<file path="src/rtl/sram_ctrl_pkg.sv">
package sram_ctrl_pkg;

  typedef enum logic [2:0] {
    ST_IDLE,
    ST_WR,
    ST_WR_REL,
    ST_RD,
    ST_TURN
  } ctrl_state_t;

  function automatic int unsigned umax(input int unsigned a, input int unsigned b);
    return (a > b) ? a : b;
  endfunction

endpackage

</file>
<file path="src/rtl/sram_pwrup_gate.sv">
module sram_pwrup_gate #(
  parameter int unsigned HOLD_CYC = 37500
) (
  input  logic clk,
  input  logic rst,
  output logic pwr_ok
);
  localparam int unsigned HOLD = (HOLD_CYC < 1) ? 1 : HOLD_CYC;
  localparam int CW = $clog2(HOLD + 1);

  logic [CW-1:0] cnt;

  always_ff @(posedge clk) begin
    if (rst) begin
      cnt    <= '0;
      pwr_ok <= 1'b0;
    end else if (!pwr_ok) begin
      if (cnt == CW'(HOLD - 1)) pwr_ok <= 1'b1;
      else                      cnt    <= cnt + 1'b1;
    end
  end

  AST_PWR_STICKY: assert property (@(posedge clk) disable iff (rst)
    pwr_ok |=> pwr_ok);

endmodule

</file>
<file path="src/rtl/sram_read_capture.sv">
module sram_read_capture #(
  parameter int DATA_W = 16,
  parameter int LANE_W = 8
) (
  input  logic                     clk,
  input  logic                     rst,
  input  logic                     cap_en,
  input  logic [DATA_W/LANE_W-1:0] lane_en,
  input  logic [DATA_W-1:0]        bus_in,
  output logic [DATA_W-1:0]        rd_data
);
  localparam int LANES = DATA_W / LANE_W;

  logic [LANE_W-1:0] lane_q [LANES];

  for (genvar l = 0; l < LANES; l++) begin : g_lane
    always_ff @(posedge clk) begin
      if (rst)         lane_q[l] <= '0;
      else if (cap_en) lane_q[l] <= lane_en[l] ? bus_in[l*LANE_W +: LANE_W] : '0;
    end

    assign rd_data[l*LANE_W +: LANE_W] = lane_q[l];

    AST_LANE_HOLD: assert property (@(posedge clk) disable iff (rst)
      !cap_en |=> $stable(lane_q[l]));
  end

endmodule

</file>
<file path="src/rtl/sram_strobe_ctrl.sv">
module sram_strobe_ctrl
  import sram_ctrl_pkg::*;
#(
  parameter int ADDR_W   = 20,
  parameter int DATA_W   = 16,
  parameter int CLK_MHZ  = 250,
  parameter int PWRUP_US = 150,
  parameter int CYC_WE   = 2,
  parameter int CYC_DSU  = 2,
  parameter int CYC_ACC  = 3,
  parameter int CYC_TURN = 2
) (
  input  logic                  clk,
  input  logic                  rst,
  input  logic                  req_valid,
  input  logic                  req_write,
  input  logic [ADDR_W-1:0]     req_addr,
  input  logic [DATA_W-1:0]     req_wdata,
  input  logic [DATA_W/8-1:0]   req_mask,
  output logic                  ready,
  output logic                  done,
  output logic [DATA_W-1:0]     rd_data,
  output logic [ADDR_W-1:0]     sram_addr,
  output logic                  sram_cs_n,
  output logic                  sram_oe_n,
  output logic                  sram_we_n,
  output logic [DATA_W/8-1:0]   sram_be_n,
  output logic [DATA_W-1:0]     dq_out,
  output logic                  dq_oe,
  input  logic [DATA_W-1:0]     dq_in
);
  localparam int LANES = DATA_W / 8;
  localparam int unsigned HOLD_CYC = CLK_MHZ * PWRUP_US;
  localparam int unsigned WE_LEN   = umax(umax(CYC_WE, 1), umax(CYC_DSU, 1));
  localparam int unsigned ACC_LEN  = umax(CYC_ACC, 1);
  localparam int unsigned TURN_LEN = umax(CYC_TURN, 1);
  localparam int unsigned CNT_MAX  = umax(WE_LEN, umax(ACC_LEN, TURN_LEN));
  localparam int CNT_W = $clog2(CNT_MAX + 2);

  ctrl_state_t      state;
  logic [CNT_W-1:0] cnt;
  logic             pwr_ok;
  logic             cap_en;

  sram_pwrup_gate #(.HOLD_CYC(HOLD_CYC)) i_pwrup (
    .clk    (clk),
    .rst    (rst),
    .pwr_ok (pwr_ok)
  );

  assign ready  = pwr_ok && (state == ST_IDLE);
  assign cap_en = (state == ST_RD) && (cnt == '0);

  sram_read_capture #(.DATA_W(DATA_W), .LANE_W(8)) i_capture (
    .clk     (clk),
    .rst     (rst),
    .cap_en  (cap_en),
    .lane_en (~sram_be_n),
    .bus_in  (dq_in),
    .rd_data (rd_data)
  );

  always_ff @(posedge clk) begin
    if (rst) begin
      state     <= ST_IDLE;
      cnt       <= '0;
      sram_addr <= '0;
      sram_cs_n <= 1'b1;
      sram_oe_n <= 1'b1;
      sram_we_n <= 1'b1;
      sram_be_n <= '1;
      dq_out    <= '0;
      dq_oe     <= 1'b0;
      done      <= 1'b0;
    end else begin
      done <= 1'b0;
      unique case (state)
        ST_IDLE: begin
          if (req_valid && ready) begin
            sram_addr <= req_addr;
            sram_be_n <= ~req_mask;
            sram_cs_n <= 1'b0;
            if (req_write) begin
              sram_we_n <= 1'b0;
              dq_out    <= req_wdata;
              dq_oe     <= 1'b1;
              cnt       <= CNT_W'(WE_LEN - 1);
              state     <= ST_WR;
            end else begin
              sram_oe_n <= 1'b0;
              cnt       <= CNT_W'(ACC_LEN - 1);
              state     <= ST_RD;
            end
          end
        end
        ST_WR: begin
          if (cnt == '0) begin
            sram_we_n <= 1'b1;
            state     <= ST_WR_REL;
          end else begin
            cnt <= cnt - 1'b1;
          end
        end
        ST_WR_REL: begin
          sram_cs_n <= 1'b1;
          sram_be_n <= '1;
          dq_oe     <= 1'b0;
          done      <= 1'b1;
          state     <= ST_IDLE;
        end
        ST_RD: begin
          if (cnt == '0) begin
            sram_cs_n <= 1'b1;
            sram_oe_n <= 1'b1;
            sram_be_n <= '1;
            done      <= 1'b1;
            cnt       <= CNT_W'(TURN_LEN - 1);
            state     <= ST_TURN;
          end else begin
            cnt <= cnt - 1'b1;
          end
        end
        ST_TURN: begin
          if (cnt == '0) state <= ST_IDLE;
          else           cnt   <= cnt - 1'b1;
        end
        default: state <= ST_IDLE;
      endcase
    end
  end

  // Window counters for the timing checks
  logic [CNT_W-1:0] we_low_cnt;
  logic [CNT_W-1:0] oe_high_cnt;
  logic [CNT_W-1:0] drive_cnt;

  always_ff @(posedge clk) begin
    if (rst) begin
      we_low_cnt  <= '0;
      oe_high_cnt <= '1;
      drive_cnt   <= '0;
    end else begin
      if (sram_we_n)              we_low_cnt <= '0;
      else if (we_low_cnt != '1)  we_low_cnt <= we_low_cnt + 1'b1;
      if (!sram_oe_n)             oe_high_cnt <= '0;
      else if (oe_high_cnt != '1) oe_high_cnt <= oe_high_cnt + 1'b1;
      if (!dq_oe)                 drive_cnt <= '0;
      else if (drive_cnt != '1)   drive_cnt <= drive_cnt + 1'b1;
    end
  end

  AST_NO_EARLY_ACCESS: assert property (@(posedge clk) disable iff (rst)
    !pwr_ok |-> sram_cs_n);

  AST_WE_WIDTH: assert property (@(posedge clk) disable iff (rst)
    $rose(sram_we_n) |-> (we_low_cnt >= CNT_W'(WE_LEN)) && !sram_cs_n && dq_oe);

  AST_WR_OE_HIGH: assert property (@(posedge clk) disable iff (rst)
    !sram_we_n |-> sram_oe_n && dq_oe);

  AST_NO_CONTENTION: assert property (@(posedge clk) disable iff (rst)
    !sram_oe_n |-> !dq_oe && sram_we_n && !sram_cs_n);

  AST_TURNAROUND: assert property (@(posedge clk) disable iff (rst)
    $rose(dq_oe) |-> oe_high_cnt >= CNT_W'(TURN_LEN));

  AST_CS_GAP: assert property (@(posedge clk) disable iff (rst)
    (req_valid && ready) |-> sram_cs_n);

  AST_DONE_PULSE: assert property (@(posedge clk) disable iff (rst)
    done |=> !done);

  AST_DATA_SETUP: assert property (@(posedge clk) disable iff (rst)
    $rose(sram_we_n) |-> drive_cnt >= CNT_W'(umax(CYC_DSU, 1)));

  AST_ADDR_STABLE: assert property (@(posedge clk) disable iff (rst)
    (!sram_cs_n && $past(!sram_cs_n)) |-> $stable(sram_addr) && $stable(sram_be_n));

endmodule

</file>
<file path="config.mk">
export PLATFORM = sky130hd
export DESIGN_NAME = sram_strobe_ctrl
export DESIGN_NICKNAME = d
export VERILOG_FILES = /design/src/rtl/sram_ctrl_pkg.sv /design/src/rtl/sram_pwrup_gate.sv /design/src/rtl/sram_read_capture.sv /design/src/rtl/sram_strobe_ctrl.sv
export SDC_FILE = /design/constraint.sdc
export NUM_CORES = 1
export LEC_CHECK = 0
export ABC_AREA = 0
export ABC_CLOCK_PERIOD_IN_PS = 3200
export BUFFER_PORTS_ARGS = -buffer_cell sky130_fd_sc_hd__buf_2
export CORE_ASPECT_RATIO = 0.75
export CORE_MARGIN = 2
export CORE_UTILIZATION = 30
export CTS_CLUSTER_DIAMETER = 200
export DETAILED_ROUTE_END_ITERATION = 10
export PLACE_DENSITY = 0.52
export SYNTH_ARGS = -nofsm -noshare
export SYNTH_HDL_FRONTEND = slang
export SYNTH_SLANG_ARGS = --single-unit
</file>
<file path="constraint.sdc">
create_clock -name clk -period 3.2 [get_ports clk]
set_input_delay 0.32 -clock clk [delete_from_list [all_inputs] [get_ports clk]]
set_output_delay 0.32 -clock clk [all_outputs]
set_load 0.05 [all_outputs]
</file>
==> summary.txt <==
Pwr Density: 513 mW/mm2
Core Util, Final: 0.399
Starting Density: 0.308
Std cell rows: 33
Yosys warning total: 0
Maximum VDD drop: 0.224 mV
Clk_lat worst skew: 0.33 ns
Mean routed wirelength per cell: 13.6 um
Post-CTS setup buffer count: 0
RR Startpoint: state[2]
Met2 wire len: 3350 um
Design area: 0.00436 mm2
Worst path cell trace: nor4b_4 -> and2_1 -> buf_4 -> nand3_1 -> a21oi_1
First-pass GRT wire length: 13400 um
Overflow after GRT: 0
Initial antenna violation count: 0
Die ar.: 0.0121 mm2
CTS H-tree depth: 3
Worst slew pin tran: 0.916 ns
Seq/Total Area, Yosys: 0.534
Post-DRT Antenna Nets: 0
Post-CTS Hold Buffers: 0
Root buf cell: clkbuf_16
Hold Startpoint: req_addr[10]
Clock sinks: 82
Drt via density: 4.79
Status: finished clean
Slowest cell delay on critical path: 0.76 ns
Final setup viols: 0
Post-synth EDFFs: 16
Max-cap violations: 0
RSZ-0062 raised after global routing: no
Final WL: 8330 um
Synth cell types: 51
Top Metal Used: met4
Final Non-Filler Cells: 614
Clock Path Buffers: 2
Setup total negative slack: 0 ns
Critical Path RT: 3.47 ns
Nets@finish: 530
Critical Path Fanout Max: 21
P_leak: 1.82 nW
1st-pass router iterations: 4
Mapped cell area: 0.00337 mm2
Diode count: 0
HP Class: in2reg
DRC marker count from the first detailed-route iteration: 161
Layout cell share with drive strength beyond 1: 0.310
WL met3: 920 um
IO Pins: 118
Worst clock skew: 0.00761 ns
Die H: 95.8 um
DP HPWL: 5800 um
Syn_nets: 420
Fin. Hold Viols: 0
Final slew viol count: 0
CTS clk-pin slew, worst paths: 0.06 ns
Die width: 126 um
Top FF cell, synth: dfxtp_1
CTS buffer count: 9
Slew headroom: 0.388
Syn_area_per_cell: 9.40 um2
Placer Congestion: 0.787
Synthesized instance count: 359
Crit-path slowest cell: and2_1
#FFs+latches synth: 82
Arrival @ worst endpoint: 2.49 ns
Synth async-reset ratio: 0
Critical Path Source Type: flop
CP endpoint kind: flop
CTS tree: built
Largest net degree at the start of global routing: 50
Peak Freq: 451 MHz
DRT met1 WL: 3980 um
Final Critical Period: 2.22 ns
IO Port Bufs: 117
Setup CP Type: reg2reg
Pwr Total: 2.24 mW
Total GRT Usage: 0.141
Vias in the first global route: 2745
Via count: 2941
CTS resizes: 0
DP Cell Count: 598
Part of the cycle the worst path needs: 0.693
Placed cell areas: 0.00405 mm2
Critical Path Source: state[2]
Area Growth Syn to Fin: 29.3%
# DRC: 0
Core ar.: 0.0109 mm2
cell usage after synthesis, drive strengths merged (2+ instances only):
library cell,count,area share
nor3,7,0.013
nand2b,2,0.0037
nor2,17,0.019
nor4b,3,0.016
edfxtp,16,0.14
or3,3,0.0056
and4,2,0.0052
nor2b,4,0.0074
inv,5,0.0056
clkbuf,11,0.012
and3,4,0.0074
mux2i,2,0.0059
and3b,2,0.0056
nand4,4,0.0074
o21ai,8,0.012
nand2,66,0.073
ha,3,0.011
nand3,26,0.039
and4b,3,0.0089
a21oi,46,0.068
buf,10,0.019
dfxtp,66,0.39
xnor2,4,0.010
and2,19,0.035
a31o,3,0.0078
xor2,5,0.013
cell type report:
| type | instances | area [um2] |
|---|---|---|
| fillers | 1123 | 6580 |
| flip-flops and latches | 82 | 1800 |
| multi-input cells | 251 | 1450 |
| repair buffers | 120 | 608 |
| clock buffers | 11 | 253 |
| well taps | 140 | 175 |
| clock inverters | 5 | 60.1 |
| inverters | 5 | 18.8 |
logic make-up after synthesis:
| family | count (synthesis) | share of synthesized area |
|---|---|---|
| mux | 3 | 0.00927 |
| simple gates | 166 | 0.256 |
| compound gates | 70 | 0.129 |
| xor+xnor | 9 | 0.0234 |
| fa+ha+maj | 3 | 0.0111 |
| flops | 82 | 0.534 |
| buf+inv | 26 | 0.0371 |
sequential cells by signal, summed over array words and instances (netlist names), 2 cells and up:
| register | cells |
|---|---|
| sram_addr | 20 |
| dq_out | 16 |
| i_capture.lane_q | 16 |
| i_pwrup.cnt | 16 |
| cnt | 3 |
| state | 3 |
| sram_be_n | 2 |
per-stage QoR:
| stage | hold WS [ns] | worst slack (ns) |
|---|---|---|
| 2_1_floorplan | 0.448 | 1.18 |
| 3_3_place_gp | 0.440 | 1.03 |
| 3_5_place_dp | 0.446 | 0.987 |
| 4_1_cts | 0.208 | 0.978 |
| 5_1_grt | 0.206 | 0.776 |
| 6_report | 0.219 | 0.982 |
report_power, final:
group | switching [mW] | internal [mW] | leakage, nW
combinational | 0.0678 | 0.0380 | 0.966
clock | 0.415 | 0.650 | 0.152
sequential | 0.00584 | 1.06 | 0.697
total | 0.489 | 1.75 | 1.82
path summary, 6_finish.rpt:
kind / to / slack (ns) / cells after the start
max: dq_out[3] / 0.98 / 5
min: sram_addr[10] / 0.22 / 3
max reg2reg: dq_out[3] / 0.98 / 5
min reg2reg: sram_addr[19] / 0.45 / 2
critical path, delay by kind of cell (launching register included):
family | cells | cell delay (ns)
compound gates | 1 | 0.14
buf+inv | 1 | 0.34
flops | 1 | 0.43
simple gates | 3 | 1.24
per-layer routing:
| metal | GRT usage | vias to the layer above |
|---|---|---|
| li1 | - | 1469 |
| met1 | 0.188 | 1339 |
| met2 | 0.202 | 125 |
| met3 | 0.0673 | 8 |
| met4 | 0.0394 | 0 |
| met5 | 0 | - |
layout by cell type (no fill, tap or decap), types with 3 or more instances in the layout:
cell type,netlist,routed
xor2_1,5,5
dfxtp_1,66,66
or3_1,3,3
clkbuf_16,0,9
and4b_1,3,3
buf_4,4,3
a21oi_1,46,46
and2_1,19,19
buf_2,4,117
o21ai_0,8,8
nand2_1,66,66
nor3_1,5,5
nand4_1,4,4
ha_1,3,3
xnor2_1,4,4
nor2_1,17,17
edfxtp_1,16,16
nand3_1,26,26
nor2b_1,4,4
and3_1,4,4
inv_1,5,5
Power figures use the tool's default switching activity.
